## config.mk

```make
export PLATFORM = sky130hd
export DESIGN_NAME = cfgport_top
export DESIGN_NICKNAME = d
export VERILOG_FILES = /design/src/rtl/cfgport_pkg.sv /design/src/rtl/cfgport_keyfsm.sv /design/src/rtl/cfgport_bank.sv /design/src/rtl/cfgport_top.sv
export SDC_FILE = /design/constraint.sdc
export NUM_CORES = 1
export LEC_CHECK = 0
export CORE_AREA = 2 2 176 178
export DETAILED_ROUTE_END_ITERATION = 16
export DIE_AREA = 0 0 178 180
export PLACE_DENSITY = 0.61
export SETUP_SLACK_MARGIN = 0.4
export SYNTH_ARGS = -nofsm -noshare
export SYNTH_HDL_FRONTEND = slang
export SYNTH_SLANG_ARGS = --single-unit
```

## constraint.sdc

```tcl
create_clock -name clk -period 21.5 [get_ports clk]
set_input_delay 4.3 -clock clk [delete_from_list [all_inputs] [get_ports clk]]
set_output_delay 4.3 -clock clk [all_outputs]
set_load 0.03 [all_outputs]
```

## src/rtl/cfgport_pkg.sv

```systemverilog
package cfgport_pkg;

  typedef enum logic [1:0] {
    KS_RUN  = 2'd0,
    KS_HALF = 2'd1,
    KS_CFG  = 2'd2
  } key_st_e;

  localparam logic [7:0] KEY_OPEN  = 8'h55;
  localparam logic [7:0] KEY_CLOSE = 8'hAA;
  localparam logic [7:0] CHIP_ID   = 8'h02;

  localparam logic [7:0] IX_LDN  = 8'h07;
  localparam logic [7:0] IX_ID   = 8'h20;
  localparam logic [7:0] IX_REV  = 8'h21;
  localparam logic [7:0] IX_PWR  = 8'h22;
  localparam logic [7:0] IX_ACT  = 8'h30;
  localparam logic [7:0] IX_AHI  = 8'h60;
  localparam logic [7:0] IX_ALO  = 8'h61;
  localparam logic [7:0] IX_IRQ  = 8'h70;
  localparam logic [7:0] IX_IRQ2 = 8'h72;
  localparam logic [7:0] IX_DMA  = 8'h74;
  localparam logic [7:0] IX_MODE = 8'h90;
  localparam logic [7:0] IX_OPT  = 8'h91;

endpackage

```

## src/rtl/cfgport_keyfsm.sv

```systemverilog
module cfgport_keyfsm
  import cfgport_pkg::*;
(
  input  logic       clk,
  input  logic       rst_n,
  input  logic       wr_base,
  input  logic       wr_data,
  input  logic [7:0] wdata,
  output logic       cfg_on,
  output logic       half_on
);

  key_st_e st_q, st_d;

  always_comb begin
    st_d = st_q;
    unique case (st_q)
      KS_RUN: begin
        if (wr_base && wdata == KEY_OPEN) st_d = KS_HALF;
      end
      KS_HALF: begin
        if (wr_base && wdata == KEY_OPEN) st_d = KS_CFG;
        else if (wr_base || wr_data)      st_d = KS_RUN;
      end
      KS_CFG: begin
        if (wr_base && wdata == KEY_CLOSE) st_d = KS_RUN;
      end
      default: st_d = KS_RUN;
    endcase
  end

  always_ff @(posedge clk or negedge rst_n) begin
    if (!rst_n) st_q <= KS_RUN;
    else        st_q <= st_d;
  end

  assign cfg_on  = (st_q == KS_CFG);
  assign half_on = (st_q == KS_HALF);

endmodule

```

## src/rtl/cfgport_bank.sv

```systemverilog
module cfgport_bank
  import cfgport_pkg::*;
#(
  parameter int IRQ_W    = 4,
  parameter int DMA_W    = 3,
  parameter bit HAS_IRQ2 = 1'b0,
  parameter bit HAS_DMA  = 1'b0,
  parameter bit HAS_MODE = 1'b0
) (
  input  logic             clk,
  input  logic             rst_n,
  input  logic             wr_en,
  input  logic [7:0]       idx,
  input  logic [7:0]       wdata,
  output logic [7:0]       rdata,
  output logic             act,
  output logic [15:0]      base,
  output logic [IRQ_W-1:0] irq,
  output logic [IRQ_W-1:0] irq2,
  output logic [DMA_W-1:0] dma
);

  logic             act_q;
  logic [7:0]       ahi_q, alo_q;
  logic [IRQ_W-1:0] irq_q;
  logic             en_act, en_ahi, en_alo, en_irq;
  logic [7:0]       rd_irq2, rd_dma, rd_mode, rd_opt;

  always_comb begin
    en_act = wr_en && (idx == IX_ACT);
    en_ahi = wr_en && (idx == IX_AHI);
    en_alo = wr_en && (idx == IX_ALO);
    en_irq = wr_en && (idx == IX_IRQ);
  end

  always_ff @(posedge clk or negedge rst_n) begin
    if (!rst_n) begin
      act_q <= 1'b0;
      ahi_q <= '0;
      alo_q <= '0;
      irq_q <= '0;
    end else begin
      if (en_act) act_q <= wdata[0];
      if (en_ahi) ahi_q <= wdata;
      if (en_alo) alo_q <= wdata;
      if (en_irq) irq_q <= wdata[IRQ_W-1:0];
    end
  end

  generate
    if (HAS_IRQ2) begin : g_irq2
      logic [IRQ_W-1:0] irq2_q;
      always_ff @(posedge clk or negedge rst_n) begin
        if (!rst_n)                       irq2_q <= '0;
        else if (wr_en && idx == IX_IRQ2) irq2_q <= wdata[IRQ_W-1:0];
      end
      always_comb begin
        rd_irq2 = '0;
        rd_irq2[IRQ_W-1:0] = irq2_q;
      end
      assign irq2 = irq2_q;
    end else begin : g_no_irq2
      assign rd_irq2 = '0;
      assign irq2    = '0;
    end

    if (HAS_DMA) begin : g_dma
      logic [DMA_W-1:0] dma_q;
      always_ff @(posedge clk or negedge rst_n) begin
        if (!rst_n)                      dma_q <= '0;
        else if (wr_en && idx == IX_DMA) dma_q <= wdata[DMA_W-1:0];
      end
      always_comb begin
        rd_dma = '0;
        rd_dma[DMA_W-1:0] = dma_q;
      end
      assign dma = dma_q;
    end else begin : g_no_dma
      assign rd_dma = '0;
      assign dma    = '0;
    end

    if (HAS_MODE) begin : g_mode
      logic [7:0] mode_q, opt_q;
      always_ff @(posedge clk or negedge rst_n) begin
        if (!rst_n) begin
          mode_q <= '0;
          opt_q  <= '0;
        end else begin
          if (wr_en && idx == IX_MODE) mode_q <= wdata;
          if (wr_en && idx == IX_OPT)  opt_q  <= wdata;
        end
      end
      assign rd_mode = mode_q;
      assign rd_opt  = opt_q;
    end else begin : g_no_mode
      assign rd_mode = '0;
      assign rd_opt  = '0;
    end
  endgenerate

  always_comb begin
    rdata = '0;
    unique case (idx)
      IX_ACT:  rdata[0] = act_q;
      IX_AHI:  rdata = ahi_q;
      IX_ALO:  rdata = alo_q;
      IX_IRQ:  rdata[IRQ_W-1:0] = irq_q;
      IX_IRQ2: rdata = rd_irq2;
      IX_DMA:  rdata = rd_dma;
      IX_MODE: rdata = rd_mode;
      IX_OPT:  rdata = rd_opt;
      default: rdata = '0;
    endcase
  end

  assign act  = act_q;
  assign base = {ahi_q, alo_q};
  assign irq  = irq_q;

endmodule

```

## src/rtl/cfgport_top.sv

```systemverilog
module cfgport_top
  import cfgport_pkg::*;
#(
  parameter int         NDEV     = 9,
  parameter int         IRQ_W    = 4,
  parameter int         DMA_W    = 3,
  parameter logic [7:0] REV      = 8'h01,
  parameter int         FDD_LDN  = 0,
  parameter int         PAR_LDN  = 3,
  parameter int         KBD_LDN  = 7,
  parameter int         PWR_BITS = 6
) (
  input  logic                    clk,
  input  logic                    rst_n,
  input  logic                    bus_wr,
  input  logic                    bus_rd,
  input  logic                    bus_port,
  input  logic [7:0]              bus_wdata,
  output logic [7:0]              bus_rdata,
  output logic [NDEV-1:0]         dev_active,
  output logic [NDEV*16-1:0]      dev_base,
  output logic [NDEV*IRQ_W-1:0]   dev_irq,
  output logic [NDEV*DMA_W-1:0]   dev_dma,
  output logic [IRQ_W-1:0]        kbd_irq2
);

  localparam int         LDN_W    = $clog2(NDEV);
  localparam logic [7:0] LDN_MAX8 = 8'(NDEV - 1);

  // reset: asserted asynchronously, released after two clock edges
  logic [1:0] rst_sr;
  logic       rst_q_n;

  always_ff @(posedge clk or negedge rst_n) begin
    if (!rst_n) rst_sr <= 2'b00;
    else        rst_sr <= {rst_sr[0], 1'b1};
  end
  assign rst_q_n = rst_sr[1];

  logic wr_base, wr_data, cfg_on, half_on;
  assign wr_base = bus_wr && !bus_port;
  assign wr_data = bus_wr &&  bus_port;

  cfgport_keyfsm u_key (
    .clk     (clk),
    .rst_n   (rst_q_n),
    .wr_base (wr_base),
    .wr_data (wr_data),
    .wdata   (bus_wdata),
    .cfg_on  (cfg_on),
    .half_on (half_on)
  );

  // index and logical device number
  logic [7:0]       idx_q, idx_d;
  logic [LDN_W-1:0] ldn_q, ldn_d;
  logic             idx_en, ldn_en;

  always_comb begin
    idx_en = cfg_on && wr_base && (bus_wdata != KEY_CLOSE);
    idx_d  = bus_wdata;
    ldn_en = cfg_on && wr_data && (idx_q == IX_LDN) && (bus_wdata <= LDN_MAX8);
    ldn_d  = bus_wdata[LDN_W-1:0];
  end

  always_ff @(posedge clk or negedge rst_q_n) begin
    if (!rst_q_n) begin
      idx_q <= '0;
      ldn_q <= '0;
    end else begin
      if (idx_en) idx_q <= idx_d;
      if (ldn_en) ldn_q <= ldn_d;
    end
  end

  // per-device banks
  logic [7:0]       bank_rd [NDEV];
  logic [IRQ_W-1:0] irq2_v  [NDEV];

  for (genvar i = 0; i < NDEV; i++) begin : g_bank
    logic bank_we;
    assign bank_we = wr_data && cfg_on && (ldn_q == LDN_W'(i));

    cfgport_bank #(
      .IRQ_W    (IRQ_W),
      .DMA_W    (DMA_W),
      .HAS_IRQ2 (i == KBD_LDN),
      .HAS_DMA  ((i == FDD_LDN) || (i == PAR_LDN)),
      .HAS_MODE (i == FDD_LDN)
    ) u_bank (
      .clk   (clk),
      .rst_n (rst_q_n),
      .wr_en (bank_we),
      .idx   (idx_q),
      .wdata (bus_wdata),
      .rdata (bank_rd[i]),
      .act   (dev_active[i]),
      .base  (dev_base[i*16 +: 16]),
      .irq   (dev_irq[i*IRQ_W +: IRQ_W]),
      .irq2  (irq2_v[i]),
      .dma   (dev_dma[i*DMA_W +: DMA_W])
    );
  end

  // only the keyboard bank drives a nonzero second interrupt
  always_comb begin
    kbd_irq2 = '0;
    for (int i = 0; i < NDEV; i++) kbd_irq2 = kbd_irq2 | irq2_v[i];
  end

  // read path
  logic [7:0] pwr_v, data_rd;

  always_comb begin
    pwr_v = '0;
    pwr_v[PWR_BITS-1:0] = dev_active[PWR_BITS-1:0];
  end

  always_comb begin
    data_rd = '0;
    unique case (idx_q)
      IX_LDN:  data_rd[LDN_W-1:0] = ldn_q;
      IX_ID:   data_rd = CHIP_ID;
      IX_REV:  data_rd = REV;
      IX_PWR:  data_rd = pwr_v;
      default: data_rd = bank_rd[ldn_q];
    endcase
  end

  always_comb begin
    if (!bus_rd)       bus_rdata = 8'h00;
    else if (!cfg_on)  bus_rdata = 8'hFF;
    else if (bus_port) bus_rdata = data_rd;
    else               bus_rdata = idx_q;
  end

endmodule

```

==> results.txt <==
- Dividing the detail-routed wire length by the instance count gives between 20 and 30 µm.
* Post-synth top area share: 51.1%
* Clock-pin slew on the worst setup and hold paths: roughly 60 ps
* Number of buffers inserted during clock tree synthesis: 26
- The largest total area in the synthesized netlist belongs to sky130_fd_sc_hd__dfrtp_1.
* Reg2reg start: ldn_q[0]$_DFFE_PN0P_
- Counting every sink on the clock net gives around 230.
- Die span in x: around 180 µm
- In this run, the number of DRC markers left after iteration 0 of detailed routing was 859.
- Most instantiated cells after synthesis: sky130_fd_sc_hd__dfrtp_1 (231), sky130_fd_sc_hd__mux2_2 (218), sky130_fd_sc_hd__nand2_1 (69), sky130_fd_sc_hd__clkbuf_1 (42), sky130_fd_sc_hd__a22oi_1 (37)
* Crit path max-delay cell type: sky130_fd_sc_hd__clkdlybuf4s50_1
- The setup path with the least slack is of type primary input to output port.
- The number of hold-slack violations in the final timing report came to 0.
* Most heavily used metal layer in global routing: met2
* Count of vias placed by the detailed router: 9065
- Maximum buffer depth of the clock tree: 3
* Area occupied by registers: 0.00578 mm²
- Once detailed placement completed, the half-perimeter wirelength came to around 28000 µm.
* Total detailed-routing wirelength: between 40000 and 50000 µm
- The min-delay analysis places its worst path in the category flop to async pin.
- In this run the vertical extent of the chip is 180 µm.
- Post-DP Area: 0.0137 mm²
- Along the worst path, the maximum fanout reaches 17.
- Total Nets Final: 1152
- For this design the static power due to leakage is 0.00637 µW.
- The filler cells instantiated in the layout total around 2800.
* Area delta synth->final: 29.1%
- The floorplan has 64 rows.
- The tightest hold path in the finished design has a slack of 324 ps.
- Most common cell on crit path: sky130_fd_sc_hd__clkdlybuf4s50_1
- Setup repair after global routing left no endpoint under its margin.
- In the routed design, unresolved DRC markers number 0.
- Fraction of registers with async set or reset after synthesis: 100%
- Of the cells placed in the final design, the portion with a size suffix greater than 1 is between 20% and 30%.
- The final count of pins violating max slew was 0.
- Critical Path Sink Type: output port
- Using the TritonRoute via totals, the vias-per-cell ratio works out to 5.83.
- Measured in cells, the most critical reg-to-reg path has a length of 4.
- Number of hold buffers added after CTS: 0
- On the final layout, the worst clock skew is 13.2 ps.
- In this run the count of I/O pins placed on the die edge is 241.
- The via count of the first global-routing pass was 9077.
- In this run the number of H-tree levels came out at 1.
- Summed over all layers, the global routing overflow is 0.
- The clock reaches the later pin of the worst-skew pair after approximately 540 ps.
* Number of instances in the synthesized netlist: 953
- Synth Flop Type: sky130_fd_sc_hd__dfrtp_1
* Final critical delay including setup and external delays: around 11000 ps
- Data arrives at the worst endpoint at between 7000 and 8000 ps.
* Initial antenna violation count: 1
- First-pass iteration count of the detailed router: 6
* Final cell utilization of the core: 48.4%
* Top cells by area, synth: sky130_fd_sc_hd__dfrtp_1 (51%), sky130_fd_sc_hd__mux2_2 (22%), sky130_fd_sc_hd__a22oi_1 (2.5%)
* Number of antenna-violating nets in the routed design: 0
- Input/output buffers: 219
* Average instance area after synthesis: 11.9 µm²
- Slew Limit Headroom: between 20% and 30%
* Count of instances resized after the clock tree is built: 0
- At the placement stage, the worst setup path has a slack of 10210 ps.
* Internal reg-to-reg setup slack: ~18000 ps
- TritonCTS built the clock tree.
* Die area: 0.0320 mm²
* Critical path cell sequence: clkdlybuf4s50_1, nand3_1, or4_1, o211ai_1, clkdlybuf4s50_1
- The most common cell in the synthesized netlist is sky130_fd_sc_hd__dfrtp_1.
- Summing all multi-input logic gate instances after layout gives 0.00505 mm².
- Critical Path Source Type: primary input
* Post-route fraction of the period consumed by the critical path: approximately 53%
* Number of enable flip-flop cells after synthesis: 0
* Pin count of the biggest net entering global routing: 78
* Final GP Congestion: between 1 and 1.5
* Post-CTS setup-driven buffer insertion count: 0
* Crit path setup slack, layout: 10090 ps
- The endpoint identified for the worst register-to-register timing path is g_bank[1].u_bank.alo_q[3]$_DFFE_PN0P_.
* Overall fraction of global-route tracks in use: about a quarter
- For this configuration, the core starts out at a cell density of between 30% and 40%.
- Sequential element share of the synthesized area: 51.1%
- Routing usage on met3: 5.08%
- Global-route wire length before repair: 60400 µm
- Final number of setup-violating endpoints: 0
- For this run, the top clock speed supported by timing is 0.0877 GHz.
- Netlist Area Pre-Place: between 0.01 and 0.015 mm²
- In the global route stage, met1 resource usage came out at 34.9%.
* Run status: completed
* Pwr/cell area: ~69 mW/mm²
- The netlist uses 65 different library cells.
- Met2 track demand over resource in global routing: 40.1%
- Adding up every negative setup slack in the final design gives 0 ps.
- Clock tree synthesis selected as its root buffer the cell sky130_fd_sc_hd__clkbuf_16.
* Yosys warning total: 0
- At the pin with the least slew margin, the transition time is 1190 ps.
- MaxCap Viol Count: 0
* Data required time at the worst endpoint: 17200 ps
- The core region is 0.0302 mm².
- IR analysis of the VDD net gives a maximum drop of 0.0495 mV.
- The finished cells cover between 0.01 and 0.015 mm².
* Delay of the slowest cell on the worst path: 840 ps
- Post-synthesis register bit count: 231
[area by class of cell]
| type | instances | area share [%] |
|---|---|---|
| inverters | 7 | 0.180 |
| multi-input cells | 636 | 34.6 |
| repair buffers | 237 | 15.9 |
| well taps | 396 | 3.39 |
| diodes | 1 | 0.0171 |
| flip-flops and latches | 231 | 39.6 |
| clock inverters | 10 | 0.994 |
| clock buffers | 36 | 5.26 |
[kinds of logic (layout without fill, tap and decap cells)]
kind of cell | Yosys count | after routing | synth area share, %
other | 2 | 23 | 0.0664
and+or+nand+nor | 193 | 193 | 8.83
DFF | 231 | 231 | 51.1
muxes | 229 | 229 | 22.9
AOI/OAI and AO/OA | 192 | 192 | 12.2
buffers and inverters | 106 | 290 | 4.90
[flip-flops by register name (all words and copies together) (netlist names)]
name	cells
g_bank.u_bank.dma	6
g_bank.u_bank.g_mode.mode_q	8
idx_q	8
g_bank.u_bank.irq	36
rst_sr	2
g_bank.u_bank.irq2	4
u_key.st_q	2
g_bank.u_bank.act	9
g_bank.u_bank.alo_q	72
g_bank.u_bank.g_mode.opt_q	8
ldn_q	4
g_bank.u_bank.ahi_q	72
[worst max-delay path by stage]
stage	depth (start not counted)	from	endpoint
floorplan	3	bus_rd	bus_rdata[6]
global placement	5	bus_port	bus_rdata[2]
detailed placement	5	bus_port	bus_rdata[2]
CTS	5	bus_port	bus_rdata[2]
global route	5	bus_port	bus_rdata[2]
finish	5	bus_port	bus_rdata[2]
[worst max-delay path, delay by kind of cell]
family	cells	cell delay, ps
AOI/OAI and AO/OA	1	190
buffers and inverters	2	1580
and+or+nand+nor	2	1040
[metrics by stage]
stage | std cells | power [µW]
6_report | 1554 | 1010
5_1_grt | 1554 | 1040
4_1_cts | 1553 | 1010
3_5_place_dp | 1507 | 544
3_3_place_gp | 1507 | 543
2_1_floorplan | 973 | 516
[routing by layer]
metal	up-vias	routed length, µm
met3	62	3020
met5	-	0
met1	4704	17400
met2	430	19200
li1	3869	-
met4	0	986
[power breakdown]
part           switching [µW]  internal [µW]
clock                     186            285
combinational            54.2           26.3
sequential               13.5            443
[placed cells by master (no fill, tap or decap), drive strengths merged, types with 4 or more instances in the layout]
cell	n
and2	4
a22o	5
and3	10
and4	4
a221oi	16
a221o	6
a21oi	27
a211oi	8
dfrtp	231
a211o	6
buf	18
nor2	35
nand2	74
clkdlybuf4s50	219
a222oi	14
mux2i	9
o22ai	6
conb	22
nor3	16
nand3	10
nor4	4
o211ai	5
nor2b	10
a2111oi	4
o311ai	4
o31ai	4
inv	7
mux2	218
or4	4
a22oi	37
clkinv	5
o21ai	37
clkbuf	36
Power figures use the tool's default switching activity.
